==> src/rtl/twi_pkg.sv <==
package twi_pkg;

  localparam int TWI_BYTE_W = 8;
  localparam int TWI_ADDR_W = 7;

  typedef enum logic [1:0] {ST_IDLE, ST_START, ST_BIT, ST_STOP} twi_state_e;
  typedef enum logic [1:0] {SEG_ADDR, SEG_WDATA, SEG_RDATA} twi_seg_e;

  // System clocks in one quarter of an SCL period, at least one.
  function automatic int unsigned twi_quarter_cycles(int unsigned clk_hz, int unsigned scl_hz);
    int unsigned q;
    q = clk_hz / (4 * scl_hz);
    return (q == 0) ? 1 : q;
  endfunction

  // Byte placed on the bus after a START: address then direction.
  function automatic logic [TWI_BYTE_W-1:0] twi_addr_byte(logic [TWI_ADDR_W-1:0] a, logic rd);
    return {a, rd};
  endfunction

endpackage

==> src/rtl/twi_tick_gen.sv <==
module twi_tick_gen #(
  parameter int unsigned STD_Q  = 250,
  parameter int unsigned FAST_Q = 62
)(
  input  logic clk,
  input  logic rst_n,
  input  logic fast,
  input  logic restart,
  output logic tick
);
  localparam int unsigned MAXQ = (STD_Q > FAST_Q) ? STD_Q : FAST_Q;
  localparam int CW = (MAXQ > 1) ? $clog2(MAXQ) : 1;
  localparam logic [CW-1:0] STD_LIM  = CW'(STD_Q - 1);
  localparam logic [CW-1:0] FAST_LIM = CW'(FAST_Q - 1);

  logic [CW-1:0] cnt;
  logic [CW-1:0] lim;

  assign lim  = fast ? FAST_LIM : STD_LIM;
  assign tick = (cnt >= lim);

  always_ff @(posedge clk or negedge rst_n) begin
    if (!rst_n)              cnt <= '0;
    else if (restart || tick) cnt <= '0;
    else                     cnt <= cnt + 1'b1;
  end
endmodule

==> src/rtl/twi_shifter.sv <==
module twi_shifter #(
  parameter int W = 8
)(
  input  logic         clk,
  input  logic         rst_n,
  input  logic         load,
  input  logic [W-1:0] par_in,
  input  logic         shift,
  input  logic         ser_in,
  output logic [W-1:0] q
);
  always_ff @(posedge clk or negedge rst_n) begin
    if (!rst_n)     q <= '0;
    else if (load)  q <= par_in;
    else if (shift) q <= {q[W-2:0], ser_in};
  end
endmodule

==> src/rtl/twi_host.sv <==
module twi_host
  import twi_pkg::*;
#(
  parameter int unsigned SYS_CLK_HZ = 100_000_000,
  parameter int unsigned STD_HZ     = 100_000,
  parameter int unsigned FAST_HZ    = 400_000,
  parameter int unsigned RETRIES    = 3
)(
  input  logic                  clk,
  input  logic                  rst_n,
  input  logic                  cmd_go,
  input  logic [TWI_ADDR_W-1:0] cmd_addr,
  input  logic                  cmd_rd,
  input  logic [TWI_BYTE_W-1:0] cmd_wdata,
  input  logic                  cmd_combo,
  input  logic                  cmd_nack_retry,
  input  logic                  fast_mode,
  input  logic                  sda_i,
  output logic                  scl_o,
  output logic                  sda_oe,
  output logic [TWI_BYTE_W-1:0] rd_data,
  output logic                  done,
  output logic                  busy,
  output logic                  ack_err
);
  localparam int unsigned STD_Q  = twi_quarter_cycles(SYS_CLK_HZ, STD_HZ);
  localparam int unsigned FAST_Q = twi_quarter_cycles(SYS_CLK_HZ, FAST_HZ);
  localparam int RCW = (RETRIES > 0) ? $clog2(RETRIES + 1) : 1;
  localparam logic [RCW-1:0] RETRY_MAX = RCW'(RETRIES);
  localparam logic [3:0] ACK_SLOT = 4'(TWI_BYTE_W);

  twi_state_e            st;
  twi_seg_e              seg;
  logic [1:0]            qtr;
  logic [3:0]            bitc;
  logic                  rd_phase, combo_q, retry_q, nack_q;
  logic                  scl_q, low_q, busy_q, done_q, err_q;
  logic [TWI_ADDR_W-1:0] addr_q;
  logic [TWI_BYTE_W-1:0] wdata_q, rdata_q, sh_q, sh_val;
  logic [RCW-1:0]        tries_q;
  logic                  tick, start_req, sh_load, sh_shift;

  // Named internal events for the checker.
  logic ev_tick, ev_in_start, ev_in_stop;
  assign ev_tick     = tick;
  assign ev_in_start = (st == ST_START);
  assign ev_in_stop  = (st == ST_STOP);

  assign start_req = (st == ST_IDLE) && cmd_go;

  twi_tick_gen #(.STD_Q(STD_Q), .FAST_Q(FAST_Q)) u_tick (
    .clk(clk), .rst_n(rst_n), .fast(fast_mode), .restart(start_req), .tick(tick)
  );

  always_comb begin
    sh_load  = tick && (((st == ST_START) && (qtr == 2'd3)) ||
               ((st == ST_BIT) && (qtr == 2'd3) && (bitc == ACK_SLOT) &&
                (seg == SEG_ADDR) && !nack_q && !rd_phase));
    sh_val   = (st == ST_START) ? twi_addr_byte(addr_q, rd_phase) : wdata_q;
    sh_shift = tick && (st == ST_BIT) && (qtr == 2'd1) && (bitc != ACK_SLOT);
  end

  twi_shifter #(.W(TWI_BYTE_W)) u_shift (
    .clk(clk), .rst_n(rst_n), .load(sh_load), .par_in(sh_val),
    .shift(sh_shift), .ser_in(sda_i), .q(sh_q)
  );

  always_ff @(posedge clk or negedge rst_n) begin
    if (!rst_n) begin
      st <= ST_IDLE; seg <= SEG_ADDR; qtr <= 2'd0; bitc <= 4'd0;
      rd_phase <= 1'b0; combo_q <= 1'b0; retry_q <= 1'b0; nack_q <= 1'b0;
      scl_q <= 1'b1; low_q <= 1'b0; busy_q <= 1'b0; done_q <= 1'b0; err_q <= 1'b0;
      addr_q <= '0; wdata_q <= '0; rdata_q <= '0; tries_q <= '0;
    end else begin
      done_q <= 1'b0;
      case (st)
        ST_IDLE: if (cmd_go) begin
          addr_q <= cmd_addr; wdata_q <= cmd_wdata; combo_q <= cmd_combo;
          retry_q <= cmd_nack_retry; rd_phase <= cmd_rd & ~cmd_combo;
          tries_q <= '0; err_q <= 1'b0; busy_q <= 1'b1;
          st <= ST_START; qtr <= 2'd2;
        end
        ST_START: if (tick) begin
          qtr <= qtr + 2'd1;
          case (qtr)
            2'd0: low_q <= 1'b0;
            2'd1: scl_q <= 1'b1;
            2'd2: low_q <= 1'b1;
            default: begin scl_q <= 1'b0; st <= ST_BIT; seg <= SEG_ADDR; bitc <= 4'd0; end
          endcase
        end
        ST_BIT: if (tick) begin
          qtr <= qtr + 2'd1;
          case (qtr)
            2'd0: low_q <= (bitc != ACK_SLOT) && (seg != SEG_RDATA) && !sh_q[TWI_BYTE_W-1];
            2'd1: begin scl_q <= 1'b1; if (bitc == ACK_SLOT) nack_q <= sda_i; end
            2'd2: ;
            default: begin
              scl_q <= 1'b0;
              if (bitc != ACK_SLOT) bitc <= bitc + 4'd1;
              else begin
                bitc <= 4'd0;
                case (seg)
                  SEG_ADDR:
                    if (nack_q) begin
                      err_q <= 1'b1;
                      if (retry_q && (tries_q < RETRY_MAX)) begin
                        tries_q <= tries_q + 1'b1; st <= ST_START;
                      end else st <= ST_STOP;
                    end else seg <= rd_phase ? SEG_RDATA : SEG_WDATA;
                  SEG_WDATA:
                    if (nack_q) begin err_q <= 1'b1; st <= ST_STOP; end
                    else if (combo_q) begin rd_phase <= 1'b1; st <= ST_START; end
                    else st <= ST_STOP;
                  default: begin rdata_q <= sh_q; st <= ST_STOP; end
                endcase
              end
            end
          endcase
        end
        default: if (tick) begin
          qtr <= qtr + 2'd1;
          case (qtr)
            2'd0: low_q <= 1'b1;
            2'd1: scl_q <= 1'b1;
            2'd2: low_q <= 1'b0;
            default: begin st <= ST_IDLE; busy_q <= 1'b0; done_q <= 1'b1; end
          endcase
        end
      endcase
    end
  end

  assign scl_o   = scl_q;
  assign sda_oe  = low_q;
  assign rd_data = rdata_q;
  assign done    = done_q;
  assign busy    = busy_q;
  assign ack_err = err_q;
endmodule

==> config.mk <==
export PLATFORM = sky130hd
export DESIGN_NAME = twi_host
export DESIGN_NICKNAME = d
export VERILOG_FILES = /design/src/rtl/twi_pkg.sv /design/src/rtl/twi_tick_gen.sv /design/src/rtl/twi_shifter.sv /design/src/rtl/twi_host.sv
export SDC_FILE = /design/constraint.sdc
export NUM_CORES = 1
export LEC_CHECK = 0
export ABC_AREA = 1
export BUFFER_PORTS_ARGS = -buffer_cell sky130_fd_sc_hd__buf_2
export CAP_MARGIN = 40
export CORE_MARGIN = 1.5
export CORE_UTILIZATION = 55
export CTS_CLUSTER_SIZE = 28
export DETAILED_ROUTE_END_ITERATION = 10
export GPL_TIMING_DRIVEN = 0
export HOLD_SLACK_MARGIN = 0.02
export PLACE_DENSITY = 0.75
export SLEW_MARGIN = 20
export SYNTH_ARGS = -nofsm -noshare
export SYNTH_HDL_FRONTEND = slang
export SYNTH_SLANG_ARGS = --single-unit
==> constraint.sdc <==
create_clock -name clk -period 3.3 [get_ports clk]
set_input_delay 0.99 -clock clk [delete_from_list [all_inputs] [get_ports clk]]
set_output_delay 0.99 -clock clk [all_outputs]
set_load 0.01 [all_outputs]
* After elaboration in Yosys (flattened, before gate mapping)
Cells that the tools add are included.
** Operators by class
- $lt $le $gt $ge :: 2
- $add $sub $neg :: 4
- Equal/unequal tests :: 26
- Bitwise operators :: 7
- Mux-type cells :: 77
- Reductions and logical operators :: 46
** Operator list (count)
- $mux 2 :: 28
- $mux 8 :: 5
- $mux 1 :: 26
- $ne 2x2->1 const B :: 13
- $reduce_and 8->1 :: 3
- $mux 4 :: 5
- $reduce_and 4->1 :: 4
- $logic_and 1x1->1 :: 14
- $pmux 1 s2 :: 7
- $pmux 2 s2 :: 3
- $reduce_bool 2->1 :: 6
- $reduce_and 5->1 :: 2
- $reduce_and 9->1 :: 1
- $add 8x1->8 const B :: 1
- $ge 8x8->1 :: 1
- $ne 2x1->1 const B :: 4
- $pmux 4 s2 :: 1
- $reduce_and 7->1 :: 1
- $eq 2x1->1 const B :: 3
- $eq 2x2->1 const B :: 3
- $logic_not 2->1 :: 3
- $not 1->1 :: 6
- $pmux 2 s3 :: 1
- $reduce_or 2->1 :: 3
- 12 further kinds :: 18
** Storage, ports and cells
- Input bits :: 23
- Bits in registers :: 60
- Output and inout bits :: 13
- Logic and storage cells :: 181

* Depth between registers and ports, before layout
Gate-level depths: netlist (run 1).
- Depth in word-level cells :: 9
- Gate-level depth with buffers :: 14
- Depth with buffers taken out :: 13

* Modules after synthesis
From an unflattened synthesis (run 1), not the netlist that was laid out.
** Unflattened totals
- Cell total of the unflattened synthesis :: 428
- Area, all modules :: 3334.4 um2
** By module, submodules not included
- twi_host :: cells an instance 321, instances 1, sequential area each 1102.3 um2, area an instance 2418.6 um2
- twi_tick_gen :: cells an instance 63, instances 1, sequential area each 200.2 um2, area an instance 541.8 um2
- twi_shifter :: cells an instance 44, instances 1, sequential area each 200.2 um2, area an instance 374.1 um2

* Worst setup path after synthesis (run 1)
Ideal clock, no wire load.
- Kind :: input to register
- Start :: input fast_mode
- End :: register err_q (netlist: ack_err)
- Path slack :: 1.076 ns
- Buffers on the path :: 1
- Required time :: 3.181 ns
- Arrival :: 2.105 ns
- Library setup time :: 0.119 ns
- Cell stages on the path :: 7
- Cells stage by stage :: ha_1 -> a21oi_4 -> nand2_8 -> buf_8 -> inv_4 -> nor2_1 -> o21a_1
** Between the ends
- Cells in the longest elaborated chain, start to end :: 4
** RTL lines
- from (decl) :: RTL line twi_host.sv:17 : input logic fast_mode,
- $mux 8 :: RTL line twi_tick_gen.sv:19 : assign lim = fast ? FAST_LIM : STD_LIM;
- $ge 8x8->1 :: RTL line twi_tick_gen.sv:20 : assign tick = (cnt >= lim);
- $ne 2x2->1 (no line)
- $reduce_and 7->1 (no line)
- to (signal assigned) :: RTL line twi_host.sv:72 : scl_q <= 1'b1; low_q <= 1'b0; busy_q <= 1'b0; done_q <= 1'b0; err_q <= 1'b0;
- to (signal assigned) :: RTL line twi_host.sv:80 : tries_q <= '0; err_q <= 1'b0; busy_q <= 1'b1;
- to (signal assigned) :: RTL line twi_host.sv:106 : err_q <= 1'b1;
- to (decl) :: RTL line twi_host.sv:37 : logic scl_q, low_q, busy_q, done_q, err_q;
Every way passes these cells.
A chain may end at the register's enable or synchronous reset.

* Worst setup path in the final report (run 1)
- Start :: input fast_mode
- End :: register st[0]
** Between the ends
- Cells in the longest elaborated chain, start to end :: 4
- Elaborated cells on any way between the ends :: 6
- Those cells by class :: order compare: 1; eq/ne: 2; mux: 1; reduce/logical: 2
** RTL lines
- $mux 8 * :: RTL line twi_tick_gen.sv:19
- $ge 8x8->1 * :: RTL line twi_tick_gen.sv:20
- $ne 2x2->1 (no line) or $reduce_bool 2->1 (tied branches)
- $reduce_and 9->1 (no line) *
- to (signal assigned) :: RTL line twi_host.sv:70 : st <= ST_IDLE; seg <= SEG_ADDR; qtr <= 2'd0; bitc <= 4'd0;
- to (signal assigned) :: RTL line twi_host.sv:81 : st <= ST_START; qtr <= 2'd2;
- to (signal assigned) :: RTL line twi_host.sv:89 : default: begin scl_q <= 1'b0; st <= ST_BIT; seg <= SEG_ADDR; bitc <= 4'd0; end
- to (decl) :: RTL line twi_host.sv:32 : twi_state_e st;
Mark *: on every way between the ends. The rest lies on a longest branch, timed or not.

==> reports/qor.txt, run 1 <==
Status: finished clean
Worst Path Arrival: 2.34 ns
Setup violations, final: 0
Count of yosys warnings during synthesis: 0
Detailed placement HPWL: 4800 um
Max H-tree Level: 3
Placeable Area: 0.00596 sq mm
Post-detailed-route count of antenna-violating nets: 0
Xor/xnor share of the synthesized area: 1.29%
Number of buffers added to fix hold violations after cts: 0
Least-Margin Pin Slew: 0.425 ns
Clock-pin slew on the worst setup and hold paths: 0.06 ns
Crit Path Category: input port to flop
Wire length of the first global-routing pass: 11,200 um
Number of hold violations in the final report: 0
Period Utilization, post-route: 64.1%
Achievable frequency: 473 MHz
Via count of the first global-routing pass: 2,440
Cells after Synth: 401
Post-cts gate resize count: 0
Horizontal die dimension: 81.6 um
Clock period minus final worst setup slack: 2.11 ns
Number of distinct library cells after synthesis: 40
Area share of the largest cell type after synthesis: 43.4%
Share of synthesized cell area in full adder, half adder and majority cells: 6.62%
Total Die Area: 0.00666 sq mm
Post-Synthesis Cell Area: 0.00340 sq mm
Site row count: 28
Drt total wl: 6650 um
Launching element type of the critical path: input port
Count of buffers added by post-CTS timing repair for setup: 0
Async set-or-reset flop fraction in the synthesized netlist: 100%
Min Hold Slack: 0.468 ns
Data required time at the worst endpoint: 3.52 ns
Setup repair after global routing missed its margin: no
Area growth from synthesis to final layout: 15.2%
Max-cap violations: 0
Top Ports: 36
Ranking of synthesized cells by instance count: 123 x sky130_fd_sc_hd__nand2_1, 59 x sky130_fd_sc_hd__dfrtp_1, 39 x sky130_fd_sc_hd__inv_1
Maximum number of buffers from clock root to sink: 2
Sequential share of the synthesized area: 44.2%
Static power due to leakage: 2.05 nW
IR Drop Worst-Case VDD: 0.438 mV
Synth Flop Type: sky130_fd_sc_hd__dfrtp_1
Remaining design rule violation count: 0
Largest cells by area after synthesis: sky130_fd_sc_hd__dfrtp_1 43%, sky130_fd_sc_hd__nand2_1 14%, sky130_fd_sc_hd__ha_1 6.6%
Worst skew pair latency: 0.34 ns
Drt via density: 5.09
Count of fill cells added during filler insertion: 520
Dominant combinational cell family by area after synthesis: simple AND/OR/NAND/NOR gates
Y dimension of the die: 81.6 um
Post-route setup TNS: 0 ns
Root cell of the clock tree: sky130_fd_sc_hd__clkbuf_8
Power after layout: 2.79 mW
Number of antenna diodes: 0
Share of layout cells above drive strength 1: 22.1%
Final setup slack of the worst path: 1.19 ns
Post-synthesis compound-gate area fraction: 7.62%
Fraction of synthesized area in multiplexers: 2.06%
Drt wl/cell: 12.6 um
Overflow left after global routing: 0
Net count after synthesis: 442
Clock tree from TritonCTS: yes
Simple-Gate Fraction of Synth Area: 31.2%
Class of the tightest hold or removal check: flop to flop
Pwr dens: 712 mW/mm^2
Maximum number of pins on one net before global-route repair: 61
Element type at the critical path end: flop
Mean cell area of the mapped netlist: 8.48 sq um
Number of port buffers: 35
Leading cell type by number of instances after synthesis: sky130_fd_sc_hd__nand2_1
First-pass DRT Iterations: 4
Setup Skew: 0.00858 ns
Number of max-slew violations in the final report: 0
Via Count: 2,690
Crit-path max FO: 7
Number of storage elements in the synthesis netlist: 60
Number of flops mapped to enable cells by yosys: 0
Worst slew slack as a fraction of its limit: 71.7%
Yosys top cell by area: sky130_fd_sc_hd__dfrtp_1
Final RePlAce weighted congestion: 0.865
Antenna violations before repair: 0
GRT Util Overall: 22.2%
Iteration-0 DRC Markers: 132
Final net count: 489
Number of clock sinks: 60
Post-placement setup slack: 0.828 ns
Starting density of the core: 57.1%
CTS buffer count: 9
## critical path, stage by stage
cell and delay [ns]:
sky130_fd_sc_hd__buf_2 0.12, sky130_fd_sc_hd__ha_1 0.35, sky130_fd_sc_hd__nand3_2 0.11, sky130_fd_sc_hd__nor2_4 0.11
sky130_fd_sc_hd__nand2_4 0.10, sky130_fd_sc_hd__nand2_8 0.12, sky130_fd_sc_hd__nand2_1 0.10, sky130_fd_sc_hd__nand2_2 0.13
sky130_fd_sc_hd__nand2_1 0.09, sky130_fd_sc_hd__nand2_1 0.07, sky130_fd_sc_hd__nand2_1 0.05
## logic make-up after synthesis
kind of cell	after synthesis
DFF	60
buffers and inverters	53
and+or+nand+nor	220
adders and majority gates	18
AOI/OAI and AO/OA	38
xor gates and xnor gates	5
muxes	7
## cell usage in the layout, fill, tap and decap left out, types with 3 or more instances in the layout
cell                         n
sky130_fd_sc_hd__nand3_1    22
sky130_fd_sc_hd__nand2_2     8
sky130_fd_sc_hd__nor2_1     31
sky130_fd_sc_hd__xor2_1      3
sky130_fd_sc_hd__o21ai_0    12
sky130_fd_sc_hd__nand4_1    16
sky130_fd_sc_hd__clkbuf_1    3
sky130_fd_sc_hd__buf_2      37
sky130_fd_sc_hd__nand3_2     3
sky130_fd_sc_hd__a21oi_1     3
sky130_fd_sc_hd__inv_1      39
sky130_fd_sc_hd__ha_1       18
sky130_fd_sc_hd__nand2_4     7
sky130_fd_sc_hd__clkbuf_8   10
sky130_fd_sc_hd__o21ai_2     8
sky130_fd_sc_hd__mux2i_1     7
sky130_fd_sc_hd__nand2_1   123
sky130_fd_sc_hd__dfrtp_1    59
sky130_fd_sc_hd__o21ai_1     7
## per-stage QoR
stage / instance area, sq um / std cells / util, %
5_1_grt: 3920 / 528 / 65.8
3_3_place_gp: 3670 / 511 / 61.6
2_1_floorplan: 3400 / 401 / -
6_report: 3920 / 528 / 65.8
3_5_place_dp: 3670 / 511 / 61.7
4_1_cts: 3890 / 527 / 65.3
## path summary, 6_finish.rpt
path,start,endpoint,slack (ns),cells past startpoint
max,fast_mode,st[0],1.19,11
min,scl_o,scl_o,0.47,2
max reg2reg,st[0],tries_q[1],1.44,10
min reg2reg,scl_o,scl_o,0.47,2
max in group asynchronous,rst_n,scl_o,2.37,2
min in group asynchronous,rst_n,u_tick.cnt[1],0.64,2
## area by class of cell
cell class | instances | area, sq um | share of cell area [%]
sequential | 60 | 1500 | 38.4
clock inverter | 4 | 72.6 | 1.85
buffer | 9 | 67.6 | 1.72
timing repair buffer | 36 | 205 | 5.24
multi-input combinational | 288 | 1660 | 42.4
inverter | 44 | 170 | 4.34
tap | 75 | 93.8 | 2.40
clock buffer | 12 | 145 | 3.70
## flip-flops by register name, summed over array words and instances (netlist names), 2 cells and up
signal      flops
u_tick.cnt      8
st              2
tries_q         2
qtr             2
seg             2
u_shift.q       8
bitc            4
rd_data         8
addr_q          7
wdata_q         8
## where the power goes
part | leakage (nW) | switching [mW] | internal (mW)
Sequential | 0.786 | 0.132 | 0.911
Clock | 0.107 | 0.284 | 0.445
Combinational | 1.15 | 0.652 | 0.366
Total | 2.05 | 1.07 | 1.72
## per-layer routing
metal  GRT usage, %  vias up  part of all wire [%]  wire length (um)
met3           4.22       12                   3.4               225
li1               -     1384                     -                 -
met1           31.1     1236                    50              3330
met2           34.2       58                    45              2990
met5              0        -                     0                 0
met4           8.47        0                   1.5               102
Note: power is estimated with default switching activity, not from simulation.
==> run 2: changes to the inputs <==
--- a/config.mk
+++ b/config.mk
@@ -5,7 +5,7 @@
 export SDC_FILE = /design/constraint.sdc
 export NUM_CORES = 1
 export LEC_CHECK = 0
-export ABC_AREA = 1
+export ABC_AREA = 0
 export BUFFER_PORTS_ARGS = -buffer_cell sky130_fd_sc_hd__buf_2
 export CAP_MARGIN = 40
 export CORE_MARGIN = 1.5
@@ -14,7 +14,7 @@
 export DETAILED_ROUTE_END_ITERATION = 10
 export GPL_TIMING_DRIVEN = 0
 export HOLD_SLACK_MARGIN = 0.02
-export PLACE_DENSITY = 0.75
+export PLACE_DENSITY = 0.76
 export SLEW_MARGIN = 20
 export SYNTH_ARGS = -nofsm -noshare
 export SYNTH_HDL_FRONTEND = slang
==> constraint.sdc (replaced) <==
create_clock -name clk -period 2.1 [get_ports clk]
set_input_delay 0.63 -clock clk [delete_from_list [all_inputs] [get_ports clk]]
set_output_delay 0.63 -clock clk [all_outputs]
set_load 0.01 [all_outputs]
==> reports/qor.txt, run 2 <==
Cell at the slowest stage of the critical path: sky130_fd_sc_hd__dfrtp_1
Max H-tree Level: 3 (unchanged)
GRT Util Overall: 23.6% (+1.4 points)
Post-route setup TNS: 0 ns (unchanged)
Antenna violations before repair: 0 (unchanged)
Y dimension of the die: 79.8 um (-2.3%)
Placeable Area: 0.00561 sq mm (-5.8%)
Class of the tightest hold or removal check: input port to async pin
Post-Synthesis Cell Area: 0.00324 sq mm (-4.7%)
Placed cell count: 429 (-16%)
Setup repair after global routing missed its margin: yes
Wire length of the first global-routing pass: 11,300 um (+0.98%)
Net count after synthesis: 363 (-18%)
Count of fill cells added during filler insertion: 473 (-9.0%)
Post-route design area: 0.00381 sq mm (-2.7%)
Total Die Area: 0.00636 sq mm (-4.5%)
Setup violations, final: 0 (unchanged)
Number of hold violations in the final report: 0 (unchanged)
Maximum single-stage delay on the critical path: 0.36 ns (about the same)
Final RePlAce weighted congestion: 0.906 (+4.7%)
Worst skew pair latency: 0.34 ns (about the same)
Max-cap violations: 0 (unchanged)
Final setup slack of the worst path: 0.0826 ns (-1.10 ns)
Via Count: 2,528 (-6.0%)
Number of storage elements in the synthesis netlist: 60 (unchanged)
Mean cell area of the mapped netlist: 10.1 sq um (+19%)
Combinational power share: 37.5% (+1.0 points)
Number of max-slew violations in the final report: 0 (unchanged)
Number of clock sinks: 60 (unchanged)
IR Drop Worst-Case VDD: 0.739 mV (+69%)
Async set-or-reset flop fraction in the synthesized netlist: 100% (unchanged)
Most used cells in the layout excluding fill and tap cells: 62 x sky130_fd_sc_hd__nand2_1, 59 x sky130_fd_sc_hd__dfrtp_1, 35 x sky130_fd_sc_hd__buf_2, 20 x sky130_fd_sc_hd__inv_1, 18 x sky130_fd_sc_hd__ha_1
Static power due to leakage: 1.85 nW (-9.7%)
Iteration-0 DRC Markers: 171 (+30%)
Clock tree from TritonCTS: yes
Yosys top cell by area: sky130_fd_sc_hd__dfrtp_1
Min Hold Slack: 0.279 ns (-0.188 ns)
First-pass DRT Iterations: 5 (+1)
Maximum number of pins on one net before global-route repair: 61 (unchanged)
Share of layout cells above drive strength 1: 27.2% (+5.2 points)
Site row count: 27 (-3.6%)
Clock period minus final worst setup slack: 2.02 ns
Clock-pin slew on the worst setup and hold paths: 0.07 ns (about the same)
Non-filler cells in the finished layout: 450 (-15%)
Leading cell type by number of instances after synthesis: sky130_fd_sc_hd__nand2_1
Cells after Synth: 322 (-20%)
Top Ports: 36 (unchanged)
Achievable frequency: 496 MHz
Area share of the largest cell type after synthesis: 45.6% (+2.1 points)
Crit-path max FO: 8 (+1)
Setup Skew: 0.00747 ns (-0.00111 ns)
Final net count: 414 (-15%)
Root cell of the clock tree: sky130_fd_sc_hd__clkbuf_8
Number of antenna diodes: 0 (unchanged)
Sequential share of the synthesized area: 46.4% (+2.2 points)
Period Utilization, post-route: 96.1%
Power after layout: 4.49 mW (+61%)
Register-to-Register Path Depth: 8 (-2)
CTS buffer count: 9 (unchanged)
Status: finished clean
Internal power consumption: 2.74 mW (+59%)
Remaining design rule violation count: 0 (unchanged)
Area growth from synthesis to final layout: 17.6%
Number of buffers added to fix hold violations after cts: 0 (unchanged)
Data required time at the worst endpoint: 2.32 ns (-1.20 ns)
Least-Margin Pin Slew: 0.550 ns (+0.125 ns)
Starting density of the core: 57.8% (+0.69 points)
Commonest non-fill, non-tap cell in the layout: sky130_fd_sc_hd__nand2_1
Number of distinct library cells after synthesis: 55 (+38%)
Post-detailed-route count of antenna-violating nets: 0 (unchanged)
Count of yosys warnings during synthesis: 0 (unchanged)
Detailed placement HPWL: 4760 um (-0.78%)
Pwr dens: 1180 mW/mm^2 (+66%)
Ranking of synthesized cells by instance count: 62 x sky130_fd_sc_hd__nand2_1, 59 x sky130_fd_sc_hd__dfrtp_1, 20 x sky130_fd_sc_hd__inv_1
Maximum number of buffers from clock root to sink: 2 (unchanged)
End-of-flow core utilization: 67.9% (+2.2 points)
Number of port buffers: 35 (unchanged)
Worst slew slack as a fraction of its limit: 62.8% (-8.8 points)
Switching portion of total power: 39.1% (+0.84 points)
Drt via density: 5.62 (+10%)
Drt total wl: 6790 um (+2.1%)
Element type at the critical path end: flop
P_sw: 1.76 mW (+65%)
Share of power burned in registers: 39.6% (+2.2 points)
List of cells traversed by the critical path: inv_1, ha_1, clkbuf_4, nor2_1, a21oi_1, nor3_2, nand4_1, o311ai_0
Via count of the first global-routing pass: 2,321 (-4.9%)
Horizontal die dimension: 79.8 um (-2.3%)
Crit Path Category: flop to flop
Worst Path Arrival: 2.24 ns (-0.10 ns)
Post-placement setup slack: -0.280 ns (-1.11 ns)
Standard cell area after detailed placement: 0.00351 sq mm (-4.5%)
Synth Flop Type: sky130_fd_sc_hd__dfrtp_1
Part of the power in the clock network: 22.9% (-3.2 points)
Launching element type of the critical path: flop
Drt wl/cell: 15.1 um (+20%)
Overflow left after global routing: 0 (unchanged)
Number of flops mapped to enable cells by yosys: 0 (unchanged)
Largest cells by area after synthesis: sky130_fd_sc_hd__dfrtp_1 46%, sky130_fd_sc_hd__nand2_1 7.2%, sky130_fd_sc_hd__ha_1 6.9%
## run 2: cell types whose count changed in the layout (fill, tap and decap cells not counted), sizes merged, moves of 4 or more
| cell | delta |
|---|---|
| a21oi | +6 |
| and3 | +5 |
| clkbuf | +4 |
| inv | -22 |
| mux2 | +12 |
| nand2 | -77 |
| nand3 | -8 |
| nand4 | -13 |
| nor2 | -24 |
| nor3 | +10 |
| nor4b | +4 |
| o21ai | -17 |
| o221a | +7 |
## run 2: path summary, 6_finish.rpt
kind / from / to / slack, ns
max: st[0] / st[1] / 0.08
min: rst_n / qtr[1] / 0.28
max reg2reg: st[0] / st[1] / 0.08
min reg2reg: combo_q / combo_q / 0.48
max in group asynchronous: rst_n / scl_o / 1.54
min in group clk: cmd_addr[2] / addr_q[2] / 0.47
## run 2: repair_timing
item,CTS,global route
endpoints found under the hold margin,0,0
resized for setup,2,14
buffers inserted,0,4
endpoints found under the setup margin,2,45
pin swaps,1,2
cloned,0,0
## run 2: routing by layer
layer	part of all wire, %	global-route usage [%]	wire length [um]
met1	48	35.3	3260
met2	46	33.9	3110
met3	4.9	4.11	336
met4	1.2	9.31	83
met5	0	0	0
## run 2: cell type report
cell class | count | area (sq um) | area share, %
plain buffers | 12 | 81.3 | 2.13
clock inverters | 6 | 63.8 | 1.67
inverters | 20 | 75.1 | 1.97
repair buffers | 40 | 235 | 6.17
well taps | 72 | 90.1 | 2.36
clock buffers | 10 | 128 | 3.35
multi-input cells | 230 | 1630 | 42.9
flip-flops and latches | 60 | 1500 | 39.4
## run 2: cell families (layout without fill, tap and decap cells)
kind of cell	after synthesis	in the layout	share of synthesized area, %
XOR/XNOR	7	7	1.89
AO/OA/AOI/OAI	56	56	13.6
flip-flops	60	60	46.4
adder cells (fa/ha/maj)	18	18	6.95
multiplexers	21	21	6.95
buffers and inverters	32	88	4.59
AND/OR/NAND/NOR	128	128	19.6
## run 2: power by group through the flow
| stage | combinational, mW | clock [mW] | sequential, mW |
|---|---|---|---|
| 3_5_place_dp | 1.56 | 0 | 1.80 |
| 4_1_cts | 1.58 | 1.05 | 1.78 |
| 6_report | 1.68 | 1.03 | 1.78 |
| 3_3_place_gp | 1.52 | 0 | 1.79 |
| 2_1_floorplan | 1.19 | 0 | 1.74 |
| 5_1_grt | 1.91 | 1.10 | 1.83 |
## run 2: critical path: cells and delay by family (launching register included)
kind                     cells  cell delay, ns
flip-flops                   1            0.36
buffers and inverters        2            0.25
adder cells (fa/ha/maj)      1            0.19
AO/OA/AOI/OAI                2            0.45
AND/OR/NAND/NOR              3            0.65
